**src/rtl/irq_vector_ctrl.sv**
```systemverilog
module irq_vector_ctrl #(
  parameter int NSLOT = 16,
  parameter logic [31:0] CELL_ID = 32'h1357_9BDF
) (
  input  logic        clk,
  input  logic        rst_n,
  input  logic        psel,
  input  logic        penable,
  input  logic        pwrite,
  input  logic [11:0] paddr,
  input  logic [31:0] pwdata,
  input  logic        priv_i,
  output logic [31:0] prdata,
  input  logic [31:0] src_i,
  output logic        norm_irq,
  output logic        fast_irq
);
  localparam int DEPTH = NSLOT + 1;
  localparam int LW = $clog2(NSLOT + 2);
  localparam int PW = $clog2(DEPTH + 1);
  localparam logic [LW-1:0] DEF_LVL = LW'(NSLOT);
  localparam logic [LW-1:0] IDLE = LW'(NSLOT + 1);

  logic [31:0] en_q, soft_q, sel_q, def_q;
  logic        prot_q;
  logic [31:0] vadr_q [NSLOT];
  logic [5:0]  vctl_q [NSLOT];
  logic [LW-1:0] cur_q;
  logic [LW-1:0] stk_q [DEPTH];
  logic [PW-1:0] sp_q;

  wire acc   = psel & penable;
  wire wr_ok = acc & pwrite & (~prot_q | priv_i);
  wire rd    = acc & ~pwrite;
  wire [31:0] raw   = src_i | soft_q;
  wire [31:0] act_n = raw & en_q & ~sel_q;
  wire [31:0] act_f = raw & en_q & sel_q;

  logic [LW-1:0] best;
  logic [31:0]   best_adr, claimed;
  always_comb begin
    best = IDLE;
    best_adr = def_q;
    claimed = '0;
    for (int i = NSLOT - 1; i >= 0; i--) begin
      if (vctl_q[i][5]) begin
        claimed[vctl_q[i][4:0]] = 1'b1;
        if (act_n[vctl_q[i][4:0]]) begin
          best = LW'(i);
          best_adr = vadr_q[i];
        end
      end
    end
    if (best == IDLE && |(act_n & ~claimed)) best = DEF_LVL;
  end

  assign norm_irq = best < cur_q;
  assign fast_irq = |act_f;

  wire ack    = rd && paddr == 12'h030 && norm_irq;
  wire finish = wr_ok && paddr == 12'h030;

  always_comb begin
    prdata = '0;
    case (paddr)
      12'h000: prdata = act_n;
      12'h004: prdata = act_f;
      12'h008: prdata = raw;
      12'h00C: prdata = sel_q;
      12'h010: prdata = en_q;
      12'h018: prdata = soft_q;
      12'h020: prdata = {31'd0, prot_q};
      12'h030: prdata = norm_irq ? best_adr : def_q;
      12'h034: prdata = def_q;
      12'hFE0: prdata = {24'd0, CELL_ID[7:0]};
      12'hFE4: prdata = {24'd0, CELL_ID[15:8]};
      12'hFE8: prdata = {24'd0, CELL_ID[23:16]};
      12'hFEC: prdata = {24'd0, CELL_ID[31:24]};
      default: begin
        for (int i = 0; i < NSLOT; i++) begin
          if (paddr == 12'(12'h100 + 4 * i)) prdata = vadr_q[i];
          if (paddr == 12'(12'h200 + 4 * i)) prdata = {26'd0, vctl_q[i]};
        end
      end
    endcase
  end

  always_ff @(posedge clk or negedge rst_n) begin
    if (!rst_n) begin
      en_q <= '0; soft_q <= '0; sel_q <= '0; def_q <= '0; prot_q <= 1'b0;
      for (int i = 0; i < NSLOT; i++) begin
        vadr_q[i] <= '0;
        vctl_q[i] <= '0;
      end
    end else if (wr_ok) begin
      case (paddr)
        12'h00C: sel_q <= pwdata;
        12'h010: en_q <= en_q | pwdata;
        12'h014: en_q <= en_q & ~pwdata;
        12'h018: soft_q <= soft_q | pwdata;
        12'h01C: soft_q <= soft_q & ~pwdata;
        12'h020: prot_q <= pwdata[0];
        12'h034: def_q <= pwdata;
        default: begin
          for (int i = 0; i < NSLOT; i++) begin
            if (paddr == 12'(12'h100 + 4 * i)) vadr_q[i] <= pwdata;
            if (paddr == 12'(12'h200 + 4 * i)) vctl_q[i] <= pwdata[5:0];
          end
        end
      endcase
    end
  end

  always_ff @(posedge clk or negedge rst_n) begin
    if (!rst_n) begin
      cur_q <= IDLE;
      sp_q <= '0;
      for (int i = 0; i < DEPTH; i++) stk_q[i] <= IDLE;
    end else if (ack) begin
      stk_q[sp_q] <= cur_q;
      sp_q <= sp_q + PW'(1);
      cur_q <= best;
    end else if (finish && sp_q != '0) begin
      cur_q <= stk_q[sp_q - PW'(1)];
      sp_q <= sp_q - PW'(1);
    end
  end

  p_ack_up_r7: assert property (@(posedge clk) disable iff (!rst_n)
    ack |=> cur_q < $past(cur_q));
  p_finish_down_r7: assert property (@(posedge clk) disable iff (!rst_n)
    (finish && sp_q != '0) |=> cur_q > $past(cur_q));
  p_depth_r8: assert property (@(posedge clk) disable iff (!rst_n)
    sp_q <= PW'(DEPTH));
  p_mask_clear_r2: assert property (@(posedge clk) disable iff (!rst_n)
    (wr_ok && paddr == 12'h014) |=> (en_q & $past(pwdata)) == '0);
  p_protect_r10: assert property (@(posedge clk) disable iff (!rst_n)
    (acc && pwrite && prot_q && !priv_i) |=> $stable(en_q) && $stable(sel_q));
  p_fast_src_r4: assert property (@(posedge clk) disable iff (!rst_n)
    fast_irq |-> |(en_q & sel_q));
endmodule

```
**config.mk**
```make
export PLATFORM = sky130hd
export DESIGN_NAME = irq_vector_ctrl
export DESIGN_NICKNAME = d
export VERILOG_FILES = /design/src/rtl/irq_vector_ctrl.sv
export SDC_FILE = /design/constraint.sdc
export NUM_CORES = 2
export LEC_CHECK = 0
export CAP_MARGIN = 40
export CORE_MARGIN = 2
export CORE_UTILIZATION = 27
export DETAILED_ROUTE_END_ITERATION = 10
export HOLD_SLACK_MARGIN = 0.12
export PLACE_DENSITY_LB_ADDON = 0.15
export RECOVER_POWER = 50
export SLEW_MARGIN = 20
export SYNTH_ARGS = -nofsm -noshare
export SYNTH_HDL_FRONTEND = slang
export SYNTH_SLANG_ARGS = --single-unit
```
**constraint.sdc**
```tcl
create_clock -name clk -period 7.6 [get_ports clk]
set_input_delay 1.52 -clock clk [delete_from_list [all_inputs] [get_ports clk]]
set_output_delay 1.52 -clock clk [all_outputs]
set_load 0.02 [all_outputs]
```
==> run summary <==
RUN STATUS
------------------------------------------------------------------------------------
Result of the run                                                       complete, but fails checks
Violations in the final reports                                         max-capacitance violations, max-slew violations, negative setup slack

CLOCK TREE
------------------------------------------------------------------------------------
Total clock sinks                                                                832
Clock Latency Late Sink                                                      0.77 ns
H-tree level count                                                                 3
Clock root buffer master                                                sky130_fd_sc_hd__clkbuf_16
Clock-pin transition on the worst setup and hold timing paths                0.06 ns
Deepest clock path buffer count                                                    3
TritonCTS clock tree                                                            done
Number of buffers inserted for hold repair after clock tree synthesis              0
Number of buffers inserted during clock tree synthesis                           104

WORST SETUP PATH
------------------------------------------------------------------------------------
Category of the worst setup path capture point                           output port
Worst-path cell with the longest stage delay                            sky130_fd_sc_hd__or4_4
Data required, critical path                                                 6.08 ns
Cell occurring most often along the worst timing path                   sky130_fd_sc_hd__buf_6
Path depth of the worst reg2reg path                                              24
Setup slack, reg-to-reg                                                      1.69 ns
Category of the worst setup path launch point                             input port
Endpoint of the worst register-to-register path                         stk_q[33]$_DFFE_PN0P_
CP Max Fanout                                                                      5
CP Class                                                                      in2out
Data arrival time of the critical path                                       6.80 ns
Max incr delay on CP                                                         0.59 ns

YOSYS
------------------------------------------------------------------------------------
Register area share after synthesis                                            0.386
Yosys synthesis warning count                                                      0
Leading post-synthesis cells by cell area                               sky130_fd_sc_hd__dfrtp_1 37%, sky130_fd_sc_hd__mux2_2 15%, sky130_fd_sc_hd__mux4_2 4.0%
Top cells by count, synth                                               796 x sky130_fd_sc_hd__dfrtp_1, 720 x sky130_fd_sc_hd__mux2_2, 487 x sky130_fd_sc_hd__clkbuf_1
Synthesis-stage register bit count                                               832
Post-synthesis average cell area                                           9.54 um^2
Fraction of post-synthesis cell area in the top cell type by area              0.368
Proportion of synthesized flip-flops having asynchronous set or reset           1.00
Synth Cell Area                                                           54100 um^2
Post-synth net total                                                            5760
EDFF count, synth                                                                  0
Number of distinct library cells after synthesis                                  98
Biggest area consumer among synthesized cells                           sky130_fd_sc_hd__dfrtp_1
Mapped Cells                                                                    5669
Primary flip-flop cell chosen by synthesis mapping                      sky130_fd_sc_hd__dfrtp_1
Cell with the most instances after synthesis                            sky130_fd_sc_hd__dfrtp_1

DIE
------------------------------------------------------------------------------------
Number of placement rows                                                         164
Vertical die dimension                                                        452 um
Placeable core region                                                    199000 um^2
Die area                                                                 204000 um^2
Die X                                                                         452 um
Effective utilization at floorplan                                             0.271
Number of top-level pins                                                         116

TIMING
------------------------------------------------------------------------------------
Final setup TNS                                                            -15.34 ns
Hold violation count in the final report                                           0
Clock tree skew after final layout                                         0.0665 ns
Final slew viol count                                                            605
Final cycle utilization of the critical path                                    1.09
Final WS setup                                                             -0.715 ns
Normalized max-slew margin                                                     -2.43
Final setup violation count                                                       32
Least-Margin Pin Slew                                                        5.14 ns
RSZ-0062 raised after global routing                                            true
Peak Freq                                                                    120 MHz
Final min period                                                             8.32 ns

DETAILED ROUTING
------------------------------------------------------------------------------------
Residual DRC                                                                       0
Total number of vias                                                           58.2k
Starting DRT DRC Count                                                          8193
Post-route ant nets                                                                0
Drt via density                                                                 6.30
Post-Route WL                                                                 388 mm
Average wire per cell in the routed design                                   42.0 um
Detailed Routing Iterations Pass 1                                                 7

PLACED DESIGN
------------------------------------------------------------------------------------
Detailed-placement wirelength estimate                                        298 mm
Worst slack at placement                                                    -1.96 ns
Weighted congestion at the end of routability-driven global placement           1.04
Total instance count after detailed placement                                   8938
Number of I/O port buffers                                                       115

FINISH
------------------------------------------------------------------------------------
Share of post-route cells with drive strength above 1                          0.391
Final nets                                                                      6568
Layout Area Growth over Synthesis                                              32.3%
Filler instances                                                               20.5k
Final Non-Filler Cells                                                          9230

HOLD PATH
------------------------------------------------------------------------------------
End point of the most critical hold path                                stk_q[82]$_DFFE_PN0P_
Startpoint of the tightest hold check path                              stk_q[82]$_DFFE_PN0P_
Type of the most critical hold path                                          reg2reg
Hold path depth                                                                    1

GRT
------------------------------------------------------------------------------------
Total global routing overflow                                                      0
Wire length of the first global-routing pass                                  515 mm
Number of global-route vias before repair                                      56.2k
Antenna violations before repair                                                  29
Maximum number of pins on one net before global-route repair                     169
Total track usage                                                              0.369

PWR
------------------------------------------------------------------------------------
P per Cell Area                                                          141 nW/um^2
Leakage power total                                                          30.5 nW
VDD IR max                                                                  0.200 mV

RUN
------------------------------------------------------------------------------------
Maximum Capacitance Violations                                                     6

==> routing by layer <==
layer	global-route usage	wire, um
met5	0	103
met4	0.243	31400
met3	0.0598	29100
met2	0.585	175000
met1	0.464	153000
==> sequential cells by signal, indices dropped and copies added (netlist names), named ones only <==
name	flops
stk_q	85
prot_q	1
sel_q	32
vctl_q	96
sp_q	5
cur_q	5
vadr_q	512
def_q	32
==> metrics by stage <==
stage               power [mW]  utilization  instance area, um^2  hold WS [ns]
finish                    10.1        0.359                71600         0.504
global route              10.4        0.359                71600         0.521
floorplan                 4.62            -                54100         0.464
detailed placement        4.96        0.331                66000         0.493
global placement          4.95        0.329                65600         0.484
CTS                       10.2        0.357                71200         0.507
==> layout by cell type, fill, tap and decap left out, drive strengths merged, types with 34 or more instances in the layout <==
master,synthesis,layout
o22ai,233,233
o211ai,51,51
o221ai,37,37
dfstp,36,36
a221oi,78,78
nand2b,93,93
mux2i,42,42
a222oi,78,78
nor4,75,75
a21oi,193,193
or3,36,36
inv,88,88
nand2,432,432
nand3,121,121
clkbuf,488,173
a211oi,65,65
or2,34,34
mux4,97,97
a22o,40,40
nand4,55,55
nand4b,44,44
a22oi,94,94
buf,71,1198
a31oi,45,45
nor3,182,182
o21ai,363,363
clkdlybuf4s50,0,38
nor2,473,473
mux2,728,728
dfrtp,796,796
==> repair_timing <==
item	4_1_cts	5_1_grt
gates resized for setup	443	114
gates cloned	1	0
setup buffers	65	33
setup endpoints to repair	33	33
pin swaps	111	84
==> logic make-up (layout without fill, tap and decap cells) <==
family	Yosys count	after routing	share of synthesized area
AOI/OAI and AO/OA	1563	1563	0.201
xor gates and xnor gates	4	4	0.000647
adders and majority gates	9	9	0.00208
buffers and inverters	649	1542	0.0455
DFF	832	832	0.386
muxes	867	867	0.200
other	0	12	0
and+or+nand+nor	1745	1745	0.165
==> worst max path at each step <==
stage | start | end | cells after the start
2_1_floorplan | src_i[5] | prdata[1] | 18
6_report | src_i[25] | prdata[2] | 29
5_1_grt | src_i[27] | prdata[2] | 27
4_1_cts | src_i[10] | prdata[2] | 29
3_3_place_gp | src_i[2] | prdata[4] | 24
3_5_place_dp | src_i[15] | prdata[27] | 24
==> final cells by class <==
class | instances | area [um^2] | share of cell area
multi-input cells | 4188 | 32300 | 0.452
repair buffers | 1261 | 11200 | 0.156
inverters | 90 | 344 | 0.00481
clock inverters | 36 | 467 | 0.00652
well taps | 2656 | 3320 | 0.0464
clock buffers | 155 | 3080 | 0.0430
diodes | 12 | 30.0 | 0.000419
flip-flops and latches | 832 | 20900 | 0.291
==> critical path, delay by kind of cell <==
kind,cells,cell delay [ns]
buffers and inverters,10,1.60
adder cells (fa/ha/maj),1,0.29
AO/OA/AOI/OAI,8,1.45
AND/OR/NAND/NOR,9,1.38
multiplexers,1,0.52
==> report_power, final <==
| group | leakage (nW) | total [mW] | internal [mW] | switching, mW |
|---|---|---|---|---|
| logic | 17.5 | 0.451 | 0.115 | 0.336 |
| clock network | 1.73 | 5.22 | 3.01 | 2.21 |
| registers | 11.3 | 4.45 | 4.44 | 0.00837 |
| total | 30.5 | 10.1 | 7.56 | 2.55 |
No activity file was read; power rests on OpenSTA's default activity.
